`config.mk`:
```
export PLATFORM = sky130hd
export DESIGN_NAME = audio_clkgen_top
export DESIGN_NICKNAME = d
export VERILOG_FILES = /design/src/rtl/audio_clkgen_pkg.sv /design/src/rtl/audio_clkgen_cfg.sv /design/src/rtl/audio_clkgen_gate.sv /design/src/rtl/audio_clkgen_cnt.sv /design/src/rtl/audio_clkgen_shape.sv /design/src/rtl/audio_clkgen_top.sv
export SDC_FILE = /design/constraint.sdc
export NUM_CORES = 1
export LEC_CHECK = 0
export CORE_ASPECT_RATIO = 2
export CORE_MARGIN = 2
export CORE_UTILIZATION = 38
export CTS_CLUSTER_DIAMETER = 150
export DETAILED_ROUTE_END_ITERATION = 8
export PLACE_DENSITY = 0.68
export SYNTH_ARGS = -nofsm -noshare
export SYNTH_HDL_FRONTEND = slang
export SYNTH_SLANG_ARGS = --single-unit
```
`constraint.sdc`:
```
create_clock -name clk_i -period 4.8 [get_ports clk_i]
set_clock_uncertainty 0.05 [all_clocks]
set_input_delay 0.48 -clock clk_i [delete_from_list [all_inputs] [get_ports clk_i]]
set_output_delay 0.48 -clock clk_i [all_outputs]
set_load 0.05 [all_outputs]
```
`src/rtl/audio_clkgen_pkg.sv`:
```
package audio_clkgen_pkg;

  // word clock shape selection (value of the shape input)
  typedef enum logic {
    WSHAPE_PULSE  = 1'b0,
    WSHAPE_SQUARE = 1'b1
  } wshape_e;

  // run/idle state of the generator
  typedef enum logic {
    GATE_IDLE = 1'b0,
    GATE_RUN  = 1'b1
  } gate_e;

endpackage

```
`src/rtl/audio_clkgen_cfg.sv`:
```
module audio_clkgen_cfg
  import audio_clkgen_pkg::*;
#(
  parameter int DIV_W = 8,
  parameter int FRM_W = 8
) (
  input  logic             clk_i,
  input  logic             rst_ni,
  input  logic             load_i,
  input  logic [DIV_W-1:0] div_i,
  input  logic [FRM_W-1:0] frm_i,
  input  logic             square_i,
  input  logic             bm_i,
  input  logic             wm_i,
  output logic [DIV_W-1:0] div_n_o,
  output logic [FRM_W-1:0] frm_n_o,
  output wshape_e          shape_n_o,
  output logic             bm_n_o,
  output logic             wm_n_o,
  output logic [DIV_W-1:0] div_q_o,
  output logic [FRM_W-1:0] frm_q_o,
  output wshape_e          shape_q_o,
  output logic             bm_q_o,
  output logic             wm_q_o
);

  localparam logic [DIV_W-1:0] DIV_MIN = DIV_W'(2);
  localparam logic [FRM_W-1:0] FRM_MIN = FRM_W'(2);

  logic [DIV_W-1:0] div_clamped;
  logic [FRM_W-1:0] frm_clamped;

  // clamp the programmable values to their legal minimum
  always_comb begin
    div_clamped = (div_i < DIV_MIN) ? DIV_MIN : div_i;
    frm_clamped = (frm_i < FRM_MIN) ? FRM_MIN : frm_i;
  end

  // next state: take new settings only when the gate asks for it
  always_comb begin
    div_n_o   = div_q_o;
    frm_n_o   = frm_q_o;
    shape_n_o = shape_q_o;
    bm_n_o    = bm_q_o;
    wm_n_o    = wm_q_o;
    if (load_i) begin
      div_n_o   = div_clamped;
      frm_n_o   = frm_clamped;
      shape_n_o = square_i ? WSHAPE_SQUARE : WSHAPE_PULSE;
      bm_n_o    = bm_i;
      wm_n_o    = wm_i;
    end
  end

  always_ff @(posedge clk_i or negedge rst_ni) begin
    if (!rst_ni) begin
      div_q_o   <= DIV_MIN;
      frm_q_o   <= FRM_MIN;
      shape_q_o <= WSHAPE_PULSE;
      bm_q_o    <= 1'b0;
      wm_q_o    <= 1'b0;
    end else begin
      div_q_o   <= div_n_o;
      frm_q_o   <= frm_n_o;
      shape_q_o <= shape_n_o;
      bm_q_o    <= bm_n_o;
      wm_q_o    <= wm_n_o;
    end
  end

endmodule

```
`src/rtl/audio_clkgen_gate.sv`:
```
module audio_clkgen_gate
  import audio_clkgen_pkg::*;
(
  input  logic clk_i,
  input  logic rst_ni,
  input  logic pwr_up_i,
  input  logic keep_alive_i,
  input  logic frame_end_i,
  output logic active_q_o,
  output logic active_n_o,
  output logic start_n_o,
  output logic load_n_o
);

  gate_e state_q;
  gate_e state_n;
  logic  run_req;

  assign run_req = pwr_up_i | keep_alive_i;

  // stop and start only on frame boundaries
  always_comb begin
    state_n   = state_q;
    start_n_o = 1'b0;
    unique case (state_q)
      GATE_IDLE: begin
        if (run_req) begin
          state_n   = GATE_RUN;
          start_n_o = 1'b1;
        end
      end
      GATE_RUN: begin
        if (frame_end_i) begin
          if (run_req) begin
            start_n_o = 1'b1;
          end else begin
            state_n = GATE_IDLE;
          end
        end
      end
      default: state_n = GATE_IDLE;
    endcase
  end

  assign active_q_o = (state_q == GATE_RUN);
  assign active_n_o = (state_n == GATE_RUN);
  // settings follow the inputs while idle and are frozen during a frame
  assign load_n_o   = start_n_o | (state_q == GATE_IDLE);

  always_ff @(posedge clk_i or negedge rst_ni) begin
    if (!rst_ni) begin
      state_q <= GATE_IDLE;
    end else begin
      state_q <= state_n;
    end
  end

endmodule

```
`src/rtl/audio_clkgen_cnt.sv`:
```
module audio_clkgen_cnt #(
  parameter int DIV_W = 8,
  parameter int FRM_W = 8
) (
  input  logic             clk_i,
  input  logic             rst_ni,
  input  logic             active_q_i,
  input  logic             active_n_i,
  input  logic             start_n_i,
  input  logic [DIV_W-1:0] div_eff_i,
  input  logic [FRM_W-1:0] frm_eff_i,
  output logic [DIV_W-1:0] div_cnt_q_o,
  output logic [FRM_W-1:0] bit_cnt_q_o,
  output logic [DIV_W-1:0] div_cnt_n_o,
  output logic [FRM_W-1:0] bit_cnt_n_o,
  output logic             frame_end_o
);

  localparam logic [DIV_W-1:0] DIV_ONE = DIV_W'(1);
  localparam logic [FRM_W-1:0] FRM_ONE = FRM_W'(1);

  logic div_last;
  logic bit_last;
  logic cnt_en;

  assign div_last    = (div_cnt_q_o == div_eff_i - DIV_ONE);
  assign bit_last    = (bit_cnt_q_o == frm_eff_i - FRM_ONE);
  assign frame_end_o = active_q_i & div_last & bit_last;
  assign cnt_en      = active_n_i & ~start_n_i;

  always_comb begin
    div_cnt_n_o = '0;
    bit_cnt_n_o = '0;
    if (cnt_en) begin
      if (div_last) begin
        bit_cnt_n_o = bit_cnt_q_o + FRM_ONE;
      end else begin
        div_cnt_n_o = div_cnt_q_o + DIV_ONE;
        bit_cnt_n_o = bit_cnt_q_o;
      end
    end
  end

  always_ff @(posedge clk_i or negedge rst_ni) begin
    if (!rst_ni) begin
      div_cnt_q_o <= '0;
      bit_cnt_q_o <= '0;
    end else begin
      div_cnt_q_o <= div_cnt_n_o;
      bit_cnt_q_o <= bit_cnt_n_o;
    end
  end

endmodule

```
`src/rtl/audio_clkgen_shape.sv`:
```
module audio_clkgen_shape
  import audio_clkgen_pkg::*;
#(
  parameter int DIV_W = 8,
  parameter int FRM_W = 8
) (
  input  logic             clk_i,
  input  logic             rst_ni,
  input  logic             active_n_i,
  input  logic [DIV_W-1:0] div_n_i,
  input  logic [FRM_W-1:0] frm_n_i,
  input  wshape_e          shape_n_i,
  input  logic             bm_n_i,
  input  logic             wm_n_i,
  input  logic [DIV_W-1:0] div_cnt_n_i,
  input  logic [FRM_W-1:0] bit_cnt_n_i,
  output logic             bclk_o,
  output logic             wclk_o
);

  logic bclk_n;
  logic wclk_n;
  logic wclk_level;

  // word clock level picked by the shape variant
  always_comb begin
    unique case (shape_n_i)
      WSHAPE_SQUARE: wclk_level = (bit_cnt_n_i < (frm_n_i >> 1));
      default:       wclk_level = (bit_cnt_n_i == '0);
    endcase
  end

  // outputs registered from next state so they never decode glitches
  always_comb begin
    bclk_n = active_n_i & bm_n_i & (div_cnt_n_i < (div_n_i >> 1));
    wclk_n = active_n_i & wm_n_i & wclk_level;
  end

  always_ff @(posedge clk_i or negedge rst_ni) begin
    if (!rst_ni) begin
      bclk_o <= 1'b0;
      wclk_o <= 1'b0;
    end else begin
      bclk_o <= bclk_n;
      wclk_o <= wclk_n;
    end
  end

endmodule

```
`src/rtl/audio_clkgen_top.sv`:
```
module audio_clkgen_top
  import audio_clkgen_pkg::*;
#(
  parameter int DIV_W = 8,
  parameter int FRM_W = 8
) (
  input  logic             clk_i,
  input  logic             rst_ni,
  input  logic             pwr_up_i,
  input  logic             keep_alive_i,
  input  logic             bclk_master_i,
  input  logic             wclk_master_i,
  input  logic             wclk_square_i,
  input  logic [DIV_W-1:0] bclk_ratio_i,
  input  logic [FRM_W-1:0] frame_bits_i,
  output logic             bclk_o,
  output logic             wclk_o
);

  logic             active_q;
  logic             active_n;
  logic             start_n;
  logic             load_n;
  logic             frame_end;
  logic [DIV_W-1:0] div_n;
  logic [FRM_W-1:0] frm_n;
  wshape_e          shape_n;
  logic             bm_n;
  logic             wm_n;
  logic [DIV_W-1:0] div_q;
  logic [FRM_W-1:0] frm_q;
  wshape_e          shape_q;
  logic             bm_q;
  logic             wm_q;
  logic [DIV_W-1:0] div_cnt_q;
  logic [FRM_W-1:0] bit_cnt_q;
  logic [DIV_W-1:0] div_cnt_n;
  logic [FRM_W-1:0] bit_cnt_n;

  audio_clkgen_gate u_gate (
    .clk_i        (clk_i),
    .rst_ni       (rst_ni),
    .pwr_up_i     (pwr_up_i),
    .keep_alive_i (keep_alive_i),
    .frame_end_i  (frame_end),
    .active_q_o   (active_q),
    .active_n_o   (active_n),
    .start_n_o    (start_n),
    .load_n_o     (load_n)
  );

  audio_clkgen_cfg #(.DIV_W(DIV_W), .FRM_W(FRM_W)) u_cfg (
    .clk_i     (clk_i),
    .rst_ni    (rst_ni),
    .load_i    (load_n),
    .div_i     (bclk_ratio_i),
    .frm_i     (frame_bits_i),
    .square_i  (wclk_square_i),
    .bm_i      (bclk_master_i),
    .wm_i      (wclk_master_i),
    .div_n_o   (div_n),
    .frm_n_o   (frm_n),
    .shape_n_o (shape_n),
    .bm_n_o    (bm_n),
    .wm_n_o    (wm_n),
    .div_q_o   (div_q),
    .frm_q_o   (frm_q),
    .shape_q_o (shape_q),
    .bm_q_o    (bm_q),
    .wm_q_o    (wm_q)
  );

  audio_clkgen_cnt #(.DIV_W(DIV_W), .FRM_W(FRM_W)) u_cnt (
    .clk_i       (clk_i),
    .rst_ni      (rst_ni),
    .active_q_i  (active_q),
    .active_n_i  (active_n),
    .start_n_i   (start_n),
    .div_eff_i   (div_q),
    .frm_eff_i   (frm_q),
    .div_cnt_q_o (div_cnt_q),
    .bit_cnt_q_o (bit_cnt_q),
    .div_cnt_n_o (div_cnt_n),
    .bit_cnt_n_o (bit_cnt_n),
    .frame_end_o (frame_end)
  );

  audio_clkgen_shape #(.DIV_W(DIV_W), .FRM_W(FRM_W)) u_shape (
    .clk_i       (clk_i),
    .rst_ni      (rst_ni),
    .active_n_i  (active_n),
    .div_n_i     (div_n),
    .frm_n_i     (frm_n),
    .shape_n_i   (shape_n),
    .bm_n_i      (bm_n),
    .wm_n_i      (wm_n),
    .div_cnt_n_i (div_cnt_n),
    .bit_cnt_n_i (bit_cnt_n),
    .bclk_o      (bclk_o),
    .wclk_o      (wclk_o)
  );

endmodule

```
==> impl_metrics.yaml, run 1 <==
placement:
  dp_hpwl_um: 5150
  io_buffers: 24
  place.gp.congestion: 0.841
routing:
  vias: 2078
  final_antenna_net_count: 0
  wl_per_cell_um: 16.8
  viasPerCell: 5.40
  drc_errors: 0
  wl_um: 6460
  drt-initial-drc-count: 123
  dr.pass1.iters: 4
cts:
  cts_tree: "done"
  path_clk_slew_ns: 0.06
  cts_buffers: 5
  worst_skew_pair.late_latency_ns: 0.29
  post_cts_resized: 0
  cts_max_level: 2
  ctsHoldBuffers: 0
  max-clock-path-buffers: 2
  cts_setup_buffers: 0
  clockRootBuffer: "clkbuf_16"
  numClockSinks: 38
timing:
  finalSetupViolCount: 0
  rsz0062_at_grt: "false"
  fmax_ghz: 0.235
  slew_violations: 0
  slew_headroom: 0.406
  min_period_ns: 4.26
  finalCritPeriodShare: 0.888
  fin_tns_setup_ns: 0
  hold_violations: 0
  tightestPinTransition_ns: 0.891
power:
  seq_power_share: 0.348
  p_leak_nw: 1.32
  powerDensity_mw_per_mm2: 420
  power_report.internal_total_uw: 867
  p_clk_frac: 0.336
  ir_drop_mv: 0.138
  p_comb_frac: 0.316
  switching_share: 0.332
  switchingPower_uw: 430
finish:
  fin_nets: 335
  post-route-util: 0.470
  antenna_cells: 0
  layout-area-overhead-vs-synth_pct: 19.8
  final_common_cell: "dfrtp_1"
  fill_cells: 641
  drive_above_1_share: 0.0741
  mostFrequentLayoutCells: "dfrtp_1, inv_1, nor2_1, clkdlybuf4s50_1"
critical_path:
  cp_max_fo: 16
  cp.required_ns: 4.94
  cp-end-kind: "flop"
  worstSetupPathType: "flop to flop"
  startpoint_type: "flop"
  arrival_ns: 4.40
floorplan:
  dieArea_sq_mm: 0.00750
  coreArea_sq_mm: 0.00657
  floorplan.initialDensity: 0.393
  core.rowCount: 42
  io_pins: 25
  die_x_um: 62.3
  die_y_um: 121
synth:
  synth-xor-area-share: 0.109
  synth-simple-area-share: 0.179
  synth.area.mux_share: 0.0801
  yosysSeqAreaShare: 0.370
  async_flop_share: 1.00
  ys.flop_type: "dfrtp_1"
  ys_seq_elements: 38
  synth_cell_types: 52
  synth_area_per_cell_sq_um: 9.52
  ys_warn_count: 0
  netlist_area_sq_mm: 0.00258
  netlist_top_cells_area: "dfrtp_1, ha_1, mux2i_1"
  synth_compound_area_frac: 0.128
  synth_edf_count: 0
  synth_top_family_by_area: "simple AND/OR/NAND/NOR gates"
  syn_inst: 271
  yosysTopAreaCellShare: 0.349
  synth_adder_area_share: 0.0776
  synth_top_area_cell: "dfrtp_1"
  synth_nets: 310
global_route:
  grt_pass1_vias: 2166
  grt_pass1_wl_um: 10500
  grt-ovfl-total: 0
  antenna_found_initial: 0
  grt_max_degree: 39
  grt_use_total: 0.186
run:
  max-cap-violations: 0
status:
  status: "complete, no violations"
worst_hold_path:
  hp-class: "input pin to asynchronous set/reset pin"
cell type report:
class	count	area [sq um]	share of cell area
clock inverters	3	68.8	0.0223
repair buffers	28	265	0.0858
multi-input cells	199	1480	0.478
well taps	88	110	0.0356
clock buffers	5	125	0.0405
flip-flops and latches	38	953	0.309
inverters	24	90.1	0.0291
sequential cells by signal (all words and copies together), names as in the netlist:
register	cells
u_cfg.div_q_o	8
u_cfg.frm_q_o	8
u_cnt.bit_cnt_q_o	8
u_cnt.div_cnt_q_o	8
u_cfg.bm_q_o	1
u_cfg.shape_q_o	1
u_cfg.wm_q_o	1
u_gate.active_q_o	1
u_shape.bclk_o	1
u_shape.wclk_o	1
cell usage after synthesis (2+ instances only):
master,number
a21oi_1,8
xor2_1,14
a221oi_1,2
o21ai_0,10
clkbuf_1,6
nand4b_1,3
dfrtp_1,36
xnor2_1,18
nand3_1,8
nor2b_1,2
nand4_1,3
nor2_1,23
and3_1,6
nand2b_1,6
o31ai_1,2
nand2_1,16
a2111oi_0,2
nor3_1,11
nor4_1,3
o211ai_1,3
dfstp_2,2
buf_6,2
ha_1,16
inv_1,24
mux2i_1,18
worst paths after layout:
| kind | from | end | slack [ns] | cells after the start |
|---|---|---|---|---|
| max in group asynchronous | rst_ni | u_cfg.shape_q_o | 3.87 | 1 |
| worst max-delay path | u_cfg.div_q_o[1] | u_shape.wclk_o | 0.54 | 16 |
| worst min-delay path | rst_ni | u_cfg.div_q_o[3] | 0.26 | 1 |
| worst min register to register | u_cfg.bm_q_o | u_cfg.bm_q_o | 0.46 | 1 |
| min in group clk_i | u_cfg.bm_q_o | u_cfg.bm_q_o | 0.46 | 1 |
| worst max register to register | u_cfg.div_q_o[1] | u_shape.wclk_o | 0.54 | 16 |
power groups by stage:
stage	clock (mW)	combinational, mW	sequential (mW)
finish	0.436	0.410	0.451
global route	0.455	0.459	0.460
CTS	0.443	0.410	0.451
detailed placement	0	0.404	0.456
global placement	0	0.395	0.456
floorplan	0	0.299	0.441
critical path, stage by stage (launching register included):
cell	delay, ns
dfstp_2	0.56
inv_1	0.06
ha_1	0.27
xnor2_1	0.16
and4b_1	0.20
a41oi_1	0.07
a211o_4	0.43
o41ai_4	0.37
buf_4	0.31
mux2i_1	0.30
ha_1	0.28
a21oi_1	0.13
o21ai_0	0.08
a221oi_1	0.36
and3_1	0.20
a221oi_1	0.10
a211oi_1	0.22
stage by stage:
stage	setup WS [ns]	hold WS, ns	cells	total power [mW]	area (sq um)
6_report	0.538	0.262	385	1.30	3090
2_1_floorplan	0.820	0.134	271	0.740	2580
5_1_grt	0.157	0.343	385	1.37	3090
3_3_place_gp	0.587	0.444	377	0.850	2900
3_5_place_dp	0.505	0.439	377	0.860	2900
4_1_cts	0.504	0.295	385	1.30	3090
cell families after synthesis:
family	count (synthesis)
AOI/OAI and AO/OA	43
xor gates and xnor gates	32
adders and majority gates	16
buffers and inverters	34
DFF	38
muxes	20
and+or+nand+nor	88
layer usage:
| layer | GRT usage | part of all wire | vias to the layer above |
|---|---|---|---|
| li1 | - | - | 1005 |
| met1 | 0.164 | 0.32 | 988 |
| met2 | 0.355 | 0.57 | 53 |
| met3 | 0.0288 | 0.026 | 32 |
| met4 | 0.164 | 0.086 | 0 |
| met5 | 0 | 0 | - |
No activity file was read; power rests on OpenSTA's default activity.
==> run 2: changes to the inputs <==
--- a/config.mk
+++ b/config.mk
@@ -10,6 +10,7 @@
 export CORE_UTILIZATION = 38
 export CTS_CLUSTER_DIAMETER = 150
 export DETAILED_ROUTE_END_ITERATION = 8
+export MAX_ROUTING_LAYER = met4
 export PLACE_DENSITY = 0.68
 export SYNTH_ARGS = -nofsm -noshare
 export SYNTH_HDL_FRONTEND = slang
==> run 2 against run 1 <==
Via count rose by 2.1%; sequential power barely moved; register-to-register slack got worse by 0.05 ns; count of clock-buffer cells in the layout did not move; critical path type unchanged; largest cell class unchanged; highest routed layer unchanged.
==> impl_metrics.yaml, run 2 (same netlist as run 1, synthesis figures left out) <==
finish:
  fin_nets: 335
  layout.cells.non_filler: 385
  final_common_cell: "dfrtp_1"
  post-route-util: 0.470
  layout-area-overhead-vs-synth_pct: 19.8
  antenna_cells: 0
  mostFrequentLayoutCells: "dfrtp_1, inv_1, nor2_1, clkdlybuf4s50_1"
  drive_above_1_share: 0.0741
placement:
  dpl_worst_slack_ns: 0.524
  place.gp.congestion: 0.844
  io_buffers: 24
  dp_hpwl_um: 5300
  placed_cells: 377
timing:
  tightestPinTransition_ns: 0.885
  slew_headroom: 0.410
  slew_violations: 0
  finalSetupViolCount: 0
  rsz0062_at_grt: "false"
  setup_slack_ns: 0.489
  fmax_ghz: 0.232
  hold_slack_ns: 0.252
  min_period_ns: 4.31
  hold_violations: 0
  finalCritPeriodShare: 0.898
  fin_tns_setup_ns: 0
critical_path:
  cp_max_fo: 16
  slowest_stage: "dfstp_2"
  startpoint_type: "flop"
  arrival_ns: 4.45
  slowest_delay_ns: 0.56
  cp.required_ns: 4.94
  cp-end-kind: "flop"
  crit_chain: "inv_1 > ha_1 > xnor2_1 > and4b_1 > a41oi_1 > a211o_4 > o41ai_4 > buf_4 > mux2i_1 > ha_1 > and3_1 > a221oi_1 > and3_1 > a221oi_1 > a211oi_1"
  path_buf_inv: 2
  critical-path-top-delay-family: "compound AO/OA/AOI/OAI gates"
  worstSetupPathType: "flop to flop"
power:
  p_leak_nw: 1.32
  ir_drop_mv: 0.145
  powerDensity_mw_per_mm2: 421
global_route:
  grt_use_met1: 0.150
  grt_use_total: 0.195
  grt_pass1_wl_um: 10500
  met3_usage: 0.0353
  grt_pass1_vias: 2170
  grt-ovfl-total: 0
  busiest_layer: "met2"
  antenna_found_initial: 0
  grt_max_degree: 39
  grt_util_met2: 0.387
cts:
  max-clock-path-buffers: 2
  ctsHoldBuffers: 0
  cts_max_level: 2
  worst_skew_pair.late_latency_ns: 0.29
  post_cts_resized: 0
  path_clk_slew_ns: 0.06
  cts_buffers: 5
  clockRootBuffer: "clkbuf_16"
  cts_tree: "done"
  numClockSinks: 38
  cts_setup_buffers: 0
floorplan:
  coreArea_sq_mm: 0.00657
  floorplan.initialDensity: 0.393
  core.rowCount: 42
  die_x_um: 62.3
  die_y_um: 121
  io_pins: 25
  dieArea_sq_mm: 0.00750
routing:
  dr.pass1.iters: 4
  final_antenna_net_count: 0
  drc_errors: 0
  drt-initial-drc-count: 62
  vias: 2121
  viasPerCell: 5.51
  wl_per_cell_um: 17.5
  wl_um: 6730
status:
  status: "complete, no violations"
worst_hold_path:
  hp-class: "input pin to asynchronous set/reset pin"
run:
  max-cap-violations: 0
[run 2: routing by layer]
layer / part of all wire / vias up
met3: 0.029 / 29
met1: 0.31 / 1024
li1: - / 1009
met2: 0.59 / 59
met4: 0.069 / 0
met5: 0 / -
[run 2: worst register-to-register path: stages, from the launching register on]
cell	delay [ns]
dfstp_2	0.56
inv_1	0.06
ha_1	0.26
xnor2_1	0.18
and4b_1	0.21
a41oi_1	0.07
a211o_4	0.43
o41ai_4	0.36
buf_4	0.31
mux2i_1	0.35
ha_1	0.28
and3_1	0.20
a221oi_1	0.36
and3_1	0.21
a221oi_1	0.09
a211oi_1	0.21
[run 2: through the flow]
step           total power, mW  instance area (sq um)
2_1_floorplan            0.740                   2580
3_3_place_gp             0.851                   2900
3_5_place_dp             0.864                   2900
4_1_cts                   1.31                   3090
5_1_grt                   1.37                   3090
6_report                  1.30                   3090
[run 2: power breakdown]
group / switching [mW] / internal (mW)
clock network: 0.139 / 0.299
logic: 0.218 / 0.193
registers: 0.0793 / 0.374
total: 0.436 / 0.865
[run 2: cell type report]
| cell class | count | area, sq um |
|---|---|---|
| flip-flops and latches | 38 | 953 |
| clock buffers | 5 | 125 |
| multi-input cells | 199 | 1480 |
| inverters | 24 | 90.1 |
| repair buffers | 28 | 265 |
| fillers | 638 | 3480 |
| well taps | 88 | 110 |
| clock inverters | 3 | 68.8 |
[run 2: worst paths after layout]
check	start	endpoint	slack, ns	cells after the start
min in group clk_i	u_cfg.bm_q_o	u_cfg.bm_q_o	0.46	1
max in group asynchronous	rst_ni	u_cfg.shape_q_o	3.88	1
worst min-delay path	rst_ni	u_cfg.div_q_o[4]	0.25	1
worst max-delay path	u_cfg.div_q_o[1]	u_shape.wclk_o	0.49	15
worst min register to register	u_cfg.bm_q_o	u_cfg.bm_q_o	0.46	1
worst max register to register	u_cfg.div_q_o[1]	u_shape.wclk_o	0.49	15
